File: config.mk
export PLATFORM = sky130hd
export DESIGN_NAME = membank_router
export DESIGN_NICKNAME = d
export VERILOG_FILES = /design/src/rtl/membank_pkg.sv /design/src/rtl/membank_slot.sv /design/src/rtl/membank_order_fifo.sv /design/src/rtl/membank_drive.sv /design/src/rtl/membank_router.sv
export SDC_FILE = /design/constraint.sdc
export NUM_CORES = 1
export LEC_CHECK = 0
export CAP_MARGIN = 20
export CORE_ASPECT_RATIO = 1.4
export CORE_UTILIZATION = 30
export CTS_BUF_LIST = sky130_fd_sc_hd__clkbuf_4
export DETAILED_ROUTE_END_ITERATION = 12
export DONT_BUFFER_PORTS = 1
export PLACE_DENSITY = 0.54
export SYNTH_ARGS = -nofsm -noshare
export SYNTH_HDL_FRONTEND = slang
export SYNTH_SLANG_ARGS = --single-unit
File: constraint.sdc
create_clock -name clk_i -period 3.8 [get_ports clk_i]
set_clock_uncertainty 0.15 [all_clocks]
set_input_delay 0.76 -clock clk_i [delete_from_list [all_inputs] [get_ports clk_i]]
set_output_delay 0.76 -clock clk_i [all_outputs]
set_load 0.03 [all_outputs]
File: src/rtl/membank_pkg.sv
package membank_pkg;
  typedef enum logic [1:0] {
    SLOT_IDLE = 2'd0,
    SLOT_WR   = 2'd1,
    SLOT_RD   = 2'd2,
    SLOT_FULL = 2'd3
  } slot_state_e;
endpackage

File: src/rtl/membank_slot.sv
module membank_slot
  import membank_pkg::*;
#(
  parameter int DATA_W = 16
) (
  input  logic              clk_i,
  input  logic              rst_ni,
  input  logic              issue_i,
  input  logic              issue_we_i,
  input  logic              done_i,
  input  logic [DATA_W-1:0] rdata_i,
  input  logic              pop_i,
  output logic              busy_o,
  output logic              full_o,
  output logic [DATA_W-1:0] data_o
);
  slot_state_e       state_q, state_d;
  logic [DATA_W-1:0] data_q;

  always_comb begin
    state_d = state_q;
    unique case (state_q)
      SLOT_IDLE: if (issue_i) state_d = issue_we_i ? SLOT_WR : SLOT_RD;
      SLOT_WR:   if (done_i)  state_d = SLOT_IDLE;
      SLOT_RD:   if (done_i)  state_d = SLOT_FULL;
      SLOT_FULL: if (pop_i)   state_d = SLOT_IDLE;
      default:                state_d = SLOT_IDLE;
    endcase
  end

  always_ff @(posedge clk_i or negedge rst_ni) begin
    if (!rst_ni) begin
      state_q <= SLOT_IDLE;
      data_q  <= '0;
    end else begin
      state_q <= state_d;
      if (state_q == SLOT_RD && done_i) data_q <= rdata_i;
    end
  end

  // read slot stays busy until its word has been merged out
  assign busy_o = (state_q != SLOT_IDLE);
  assign full_o = (state_q == SLOT_FULL);
  assign data_o = data_q;
endmodule

File: src/rtl/membank_order_fifo.sv
module membank_order_fifo #(
  parameter int DEPTH = 8,
  parameter int W     = 3
) (
  input  logic         clk_i,
  input  logic         rst_ni,
  input  logic         push_i,
  input  logic [W-1:0] din_i,
  input  logic         pop_i,
  output logic [W-1:0] dout_o,
  output logic         empty_o,
  output logic         full_o
);
  localparam int PTR_W = (DEPTH > 1) ? $clog2(DEPTH) : 1;
  localparam int CNT_W = $clog2(DEPTH + 1);

  logic [W-1:0]     mem_q [DEPTH];
  logic [PTR_W-1:0] wr_ptr_q, rd_ptr_q;
  logic [CNT_W-1:0] cnt_q;
  logic             do_push, do_pop;

  assign empty_o = (cnt_q == '0);
  assign full_o  = (cnt_q == CNT_W'(DEPTH));
  assign do_push = push_i && !full_o;
  assign do_pop  = pop_i && !empty_o;
  assign dout_o  = mem_q[rd_ptr_q];

  function automatic logic [PTR_W-1:0] ptr_inc(input logic [PTR_W-1:0] p);
    return (p == PTR_W'(DEPTH - 1)) ? '0 : p + PTR_W'(1);
  endfunction

  always_ff @(posedge clk_i or negedge rst_ni) begin
    if (!rst_ni) begin
      wr_ptr_q <= '0;
      rd_ptr_q <= '0;
      cnt_q    <= '0;
      for (int i = 0; i < DEPTH; i++) mem_q[i] <= '0;
    end else begin
      if (do_push) begin
        mem_q[wr_ptr_q] <= din_i;
        wr_ptr_q        <= ptr_inc(wr_ptr_q);
      end
      if (do_pop) rd_ptr_q <= ptr_inc(rd_ptr_q);
      if (do_push && !do_pop)      cnt_q <= cnt_q + CNT_W'(1);
      else if (do_pop && !do_push) cnt_q <= cnt_q - CNT_W'(1);
    end
  end
endmodule

File: src/rtl/membank_drive.sv
module membank_drive #(
  parameter int NUM_BANKS = 8,
  parameter int ROW_W     = 8,
  parameter int DATA_W    = 16
) (
  input  logic                 clk_i,
  input  logic                 rst_ni,
  input  logic [NUM_BANKS-1:0] issue_i,
  input  logic                 we_i,
  input  logic [ROW_W-1:0]     row_i,
  input  logic [DATA_W-1:0]    wdata_i,
  output logic [NUM_BANKS-1:0] en_o,
  output logic                 we_o,
  output logic [ROW_W-1:0]     row_o,
  output logic [DATA_W-1:0]    wdata_o
);
  always_ff @(posedge clk_i or negedge rst_ni) begin
    if (!rst_ni) begin
      en_o    <= '0;
      we_o    <= 1'b0;
      row_o   <= '0;
      wdata_o <= '0;
    end else begin
      en_o <= issue_i;
      // shared lines only move when some bank is strobed
      if (|issue_i) begin
        we_o    <= we_i;
        row_o   <= row_i;
        wdata_o <= wdata_i;
      end
    end
  end
endmodule

File: src/rtl/membank_router.sv
module membank_router #(
  parameter int ADDR_W = 11,
  parameter int DATA_W = 16,
  parameter int BANK_W = 3
) (
  input  logic                           clk_i,
  input  logic                           rst_ni,
  input  logic                           req_valid_i,
  output logic                           req_ready_o,
  input  logic                           req_we_i,
  input  logic [ADDR_W-1:0]              req_addr_i,
  input  logic [DATA_W-1:0]              req_wdata_i,
  output logic                           rsp_valid_o,
  output logic [DATA_W-1:0]              rsp_data_o,
  output logic [(1<<BANK_W)-1:0]         bank_en_o,
  output logic                           bank_we_o,
  output logic [ADDR_W-BANK_W-1:0]       bank_row_o,
  output logic [DATA_W-1:0]              bank_wdata_o,
  input  logic [(1<<BANK_W)-1:0]         bank_done_i,
  input  logic [(1<<BANK_W)*DATA_W-1:0]  bank_rdata_i
);
  localparam int NUM_BANKS   = 1 << BANK_W;
  localparam int ROW_W       = ADDR_W - BANK_W;
  localparam int ORDER_DEPTH = NUM_BANKS;

  logic [BANK_W-1:0]    sel;
  logic [ROW_W-1:0]     row;
  logic                 accept;
  logic [NUM_BANKS-1:0] issue_vec, pop_vec, slot_busy, slot_full;
  logic [DATA_W-1:0]    slot_data [NUM_BANKS];
  logic [BANK_W-1:0]    head_idx;
  logic                 fifo_empty, fifo_full, head_ready;

  assign sel         = req_addr_i[BANK_W-1:0];
  assign row         = req_addr_i[ADDR_W-1:BANK_W];
  assign req_ready_o = !slot_busy[sel] && (req_we_i || !fifo_full);
  assign accept      = req_valid_i && req_ready_o;
  assign head_ready  = !fifo_empty && slot_full[head_idx];

  for (genvar b = 0; b < NUM_BANKS; b++) begin : g_slot
    assign issue_vec[b] = accept && (sel == BANK_W'(b));
    assign pop_vec[b]   = head_ready && (head_idx == BANK_W'(b));

    membank_slot #(.DATA_W(DATA_W)) u_slot (
      .clk_i      (clk_i),
      .rst_ni     (rst_ni),
      .issue_i    (issue_vec[b]),
      .issue_we_i (req_we_i),
      .done_i     (bank_done_i[b]),
      .rdata_i    (bank_rdata_i[b*DATA_W +: DATA_W]),
      .pop_i      (pop_vec[b]),
      .busy_o     (slot_busy[b]),
      .full_o     (slot_full[b]),
      .data_o     (slot_data[b])
    );
  end

  membank_order_fifo #(.DEPTH(ORDER_DEPTH), .W(BANK_W)) u_order (
    .clk_i   (clk_i),
    .rst_ni  (rst_ni),
    .push_i  (accept && !req_we_i),
    .din_i   (sel),
    .pop_i   (head_ready),
    .dout_o  (head_idx),
    .empty_o (fifo_empty),
    .full_o  (fifo_full)
  );

  membank_drive #(.NUM_BANKS(NUM_BANKS), .ROW_W(ROW_W), .DATA_W(DATA_W)) u_drive (
    .clk_i   (clk_i),
    .rst_ni  (rst_ni),
    .issue_i (issue_vec),
    .we_i    (req_we_i),
    .row_i   (row),
    .wdata_i (req_wdata_i),
    .en_o    (bank_en_o),
    .we_o    (bank_we_o),
    .row_o   (bank_row_o),
    .wdata_o (bank_wdata_o)
  );

  always_ff @(posedge clk_i or negedge rst_ni) begin
    if (!rst_ni) begin
      rsp_valid_o <= 1'b0;
      rsp_data_o  <= '0;
    end else begin
      rsp_valid_o <= head_ready;
      if (head_ready) rsp_data_o <= slot_data[head_idx];
    end
  end
endmodule

==> run_results.csv <==
group,metric,value,unit
cts,cts_root_buf,"sky130_fd_sc_hd__clkbuf_4",
die,floorplan.rows,80,
worst_setup_path,rrSetupSlack,0.34,ns
cells_and_area,layout.nets,1074,
global_routing,grt_first_pass_wirelength,44300,um
sta,max_freq,289,MHz
die,ioPinCount,218,
synth,synthTopCellsByArea,"sky130_fd_sc_hd__dfrtp_1 (55%), sky130_fd_sc_hd__mux2_2 (19%), sky130_fd_sc_hd__mux2i_1 (7.7%)",
die,fp.dieH,222,um
pwr,report.power.total,12500,uW
pwr,max-vdd-ir-drop,0.447,mV
sta,worst_hold_slack,-0.415,ns
synth,post-synth-top-count-cell,"sky130_fd_sc_hd__dfrtp_1",
worst_setup_path,critPathKind,"reg -> reg",
outcome,failing_checks,"negative hold slack",
die,initial_utilization,30.5,%
synth,synth_sequential_area_ratio,54.9,%
sta,time_the_final_worst_path_needs_with_i_o_delays_and_setup,3.46,ns
cts,hold_bufs_inserted_after_cts,113,
place,routabilityCongestion,0.777,
synth,ys_seq_elements,228,
route,via_count,6749,
die,floorplan.die_area,35400,um2
worst_setup_path,cp_max_fo,13,
worst_setup_path,critPathMaxStageDelay,0.72,ns
synth,synth_area,10400,um2
pwr,p_leak,0.00582,uW
worst_setup_path,worstRegToRegCells,12,
hold_path,hold_path.class,"in -> async",
sta,report.final.slew_viol_count,0,
synth,synth-edff-count,0,
cts,cts.path.max_buffers,3,
route,drt_iter0_markers,242,
synth,post_synth_inst_count,748,
synth,synth_flop_cell,"sky130_fd_sc_hd__dfrtp_1",
global_routing,grt.met3_usage,5.64,%
run,drv_cap,0,
global_routing,grt.met1_usage,17.5,%
worst_setup_path,setup.worst_path.start_class,"register",
cts,cts_tree,"done",
sta,hold_viol_final,228,
worst_setup_path,endpoint_arrival_time_on_the_critical_path,3.91,ns
sta,transition_time_at_the_pin_with_the_least_slew_margin,1.04,ns
cts,numClockSinks,228,
global_routing,globalRoute.busiestLayer,"met2",
synth,synthDominantCellAreaShare,54.9,%
cts,clkTransAtPathRegs,0.07,ns
cts,worstSkewPairLatency,0.72,ns
worst_setup_path,startpoint,"u_order.rd_ptr_q[0]",
worst_setup_path,startpoint_of_the_worst_slack_reg_to_reg_timing_path,"u_order.rd_ptr_q[0]",
global_routing,first_global_vias,7540,
worst_setup_path,critical_path.slowest_cell,"sky130_fd_sc_hd__mux4_4",
route,detail_route.wl_per_cell,20.4,um
cells_and_area,final_cells,1399,
cts,numCtsBuffers,61,
sta,rsz0062_at_grt,"no",
pwr,power.density_cell_area,974,nW/um2
global_routing,grt_max_degree,229,
synth,yosysWarningCount,0,
global_routing,track_usage,16.5,%
place,placed_cells_incl_taps,1173,
cells_and_area,final_layout_size_suffix_gt1_share,33.7,%
global_routing,grt_antenna_before_repair,6,
route,drc,0,
route,dr.pass1.iters,4,
cells_and_area,syn_to_final_growth,23.2,%
worst_setup_path,required_time_worst_endpoint,4.25,ns
worst_setup_path,critPathMostFrequentCell,"sky130_fd_sc_hd__ha_1",
die,die_width,159,um
synth,syn_nets,923,
sta,slew-limit-headroom,30.3,%
route,wl,28600,um
worst_setup_path,crit-reg2reg-capture,"u_order.cnt_q[3]",
outcome,outcome,"finished with violations",
worst_setup_path,cp-endpoint,"u_order.cnt_q[3]",
place,detailed_place_hpwl,19300,um
place,numPortBuffers,0,
synth,synth_top_area_cell,"sky130_fd_sc_hd__dfrtp_1",
synth,synthArstFlopShare,100,%
cells_and_area,final_core_utilization,37.5,%
global_routing,grt_met2_use,30.4,%
die,core-area,34100,um2
synth,average_size_of_a_mapped_cell,13.9,um2
route,vias_per_cell,4.82,
global_routing,gr-total-overflow,0,
synth,post_synth_most_frequent_cells,"sky130_fd_sc_hd__dfrtp_1 (228), sky130_fd_sc_hd__mux2_2 (180), sky130_fd_sc_hd__mux2i_1 (80)",
worst_setup_path,crit_chain,"mux2i_1, mux4_4, mux4_1, o22a_1, ha_1, inv_1, ha_1, a21o_1, a21oi_1, xnor2_1, nor2_1, xor2_1",
synth,synthDistinctLibCells,54,
sta,fin_crit_sh,91.2,%
worst_setup_path,timing.critical_path.to_type,"register",
cts,maximum_level_of_the_cts_h_tree,2,
route,antenna_left,0,
cts,cts_post_setup_buffers_inserted,0,
sta,timing.final.setup_violations,0,
[how the worst min path moves through the flow]
stage / startpoint / endpoint / slack (ns) / cells past startpoint
2_1_floorplan: rst_ni / g_slot[0].u_slot.data_o[0] / 0.31 / 0
3_3_place_gp: rst_ni / u_drive.row_o[4] / 0.32 / 0
3_5_place_dp: rst_ni / u_drive.row_o[0] / 0.32 / 0
4_1_cts: rst_ni / u_drive.row_o[1] / -0.53 / 0
5_1_grt: rst_ni / u_drive.row_o[4] / -0.51 / 0
6_report: rst_ni / u_drive.row_o[0] / -0.42 / 0
[per-stage QoR]
stage | cell area (um2) | hold WS (ns) | setup TNS [ns] | worst slack (ns)
2_1_floorplan | 10400 | 0.307 | 0 | 0.285
3_3_place_gp | 10900 | 0.319 | 0 | 0.000223
3_5_place_dp | 10900 | 0.319 | -0.0538 | -0.0513
4_1_cts | 12800 | -0.526 | 0 | 0.109
5_1_grt | 12800 | -0.512 | 0 | 0.123
6_report | 12800 | -0.415 | 0 | 0.336
[state kept, by name (all words and copies together), names as in the netlist]
| name | flops |
|---|---|
| u_drive.we_o | 1 |
| u_order.cnt_q | 4 |
| u_drive.row_o | 8 |
| g_slot.u_slot.data_o | 128 |
| rsp_valid_o | 1 |
| u_order.mem_q | 24 |
| u_order.rd_ptr_q | 3 |
| rsp_data_o | 16 |
| g_slot.u_slot.state_q | 16 |
| u_drive.wdata_o | 16 |
| u_order.wr_ptr_q | 3 |
| u_drive.en_o | 8 |
[placed cells by master (no fill, tap or decap), types with 3 or more instances in the layout]
cell | netlist | routed
sky130_fd_sc_hd__a21o_1 | 3 | 3
sky130_fd_sc_hd__a21oi_1 | 11 | 11
sky130_fd_sc_hd__a221oi_1 | 20 | 20
sky130_fd_sc_hd__a22o_1 | 17 | 17
sky130_fd_sc_hd__a31oi_1 | 5 | 5
sky130_fd_sc_hd__buf_4 | 2 | 16
sky130_fd_sc_hd__clkbuf_4 | 0 | 89
sky130_fd_sc_hd__clkinv_1 | 0 | 14
sky130_fd_sc_hd__clkinv_2 | 0 | 4
sky130_fd_sc_hd__dfrtp_1 | 228 | 227
sky130_fd_sc_hd__diode_2 | 0 | 4
sky130_fd_sc_hd__dlygate4sd3_1 | 0 | 113
sky130_fd_sc_hd__ha_1 | 7 | 7
sky130_fd_sc_hd__inv_1 | 9 | 9
sky130_fd_sc_hd__mux2_2 | 180 | 180
sky130_fd_sc_hd__mux2_4 | 18 | 18
sky130_fd_sc_hd__mux2i_1 | 80 | 80
sky130_fd_sc_hd__nand2_1 | 21 | 21
sky130_fd_sc_hd__nand2b_1 | 4 | 4
sky130_fd_sc_hd__nand3_1 | 3 | 3
sky130_fd_sc_hd__nand3b_1 | 9 | 9
sky130_fd_sc_hd__nor2_1 | 27 | 27
sky130_fd_sc_hd__nor2b_1 | 3 | 3
sky130_fd_sc_hd__nor3_1 | 5 | 5
sky130_fd_sc_hd__nor4_1 | 4 | 4
sky130_fd_sc_hd__o21ai_0 | 6 | 6
sky130_fd_sc_hd__or3_1 | 3 | 3
sky130_fd_sc_hd__xnor2_1 | 3 | 3
[layer usage]
| layer | up-vias | wire (um) |
|---|---|---|
| li1 | 3109 | - |
| met3 | 42 | 2130 |
| met1 | 3391 | 10600 |
| met5 | - | 13 |
| met4 | 2 | 477 |
| met2 | 205 | 15300 |
[power by group]
part	switching, uW	internal [uW]	leakage (uW)
Sequential	1330	3620	0.00274
Clock	1030	1130	0.000461
Combinational	2470	2900	0.00262
[kinds of logic after synthesis]
kind of cell | count (synthesis) | synth area share (%)
AO/OA/AOI/OAI | 78 | 5.70
XOR/XNOR | 5 | 0.421
adder cells (fa/ha/maj) | 8 | 1.03
buffers and inverters | 52 | 2.39
flip-flops | 228 | 54.9
multiplexers | 284 | 30.9
AND/OR/NAND/NOR | 93 | 4.67
[final cells by class]
type                    instances  area, um2
multi-input cells             468       4450
flip-flops and latches        228       5710
repair buffers                131       1280
clock inverters                19        103
clock buffers                  89        668
fillers                      3287      21300
inverters                       9       33.8
diodes                          4       10.0
well taps                     451        564
[worst max-delay path: cells and delay by family (launching register included)]
family                     cells  cell delay (ns)
and+or+nand+nor                1             0.07
buffers and inverters          1             0.13
xor gates and xnor gates       2             0.28
DFF                            1             0.54
adders and majority gates      2             0.48
AOI/OAI and AO/OA              3             0.55
muxes                          3             1.15
[what timing repair did]
| action | 4_1_cts | 5_1_grt |
|---|---|---|
| gates resized for setup | 1 | 1 |
| setup endpoints to repair | 6 | 1 |
| pin swaps | 0 | 0 |
| hold endpoints to repair | 369 | 228 |
No activity file was read; power rests on OpenSTA's default activity.
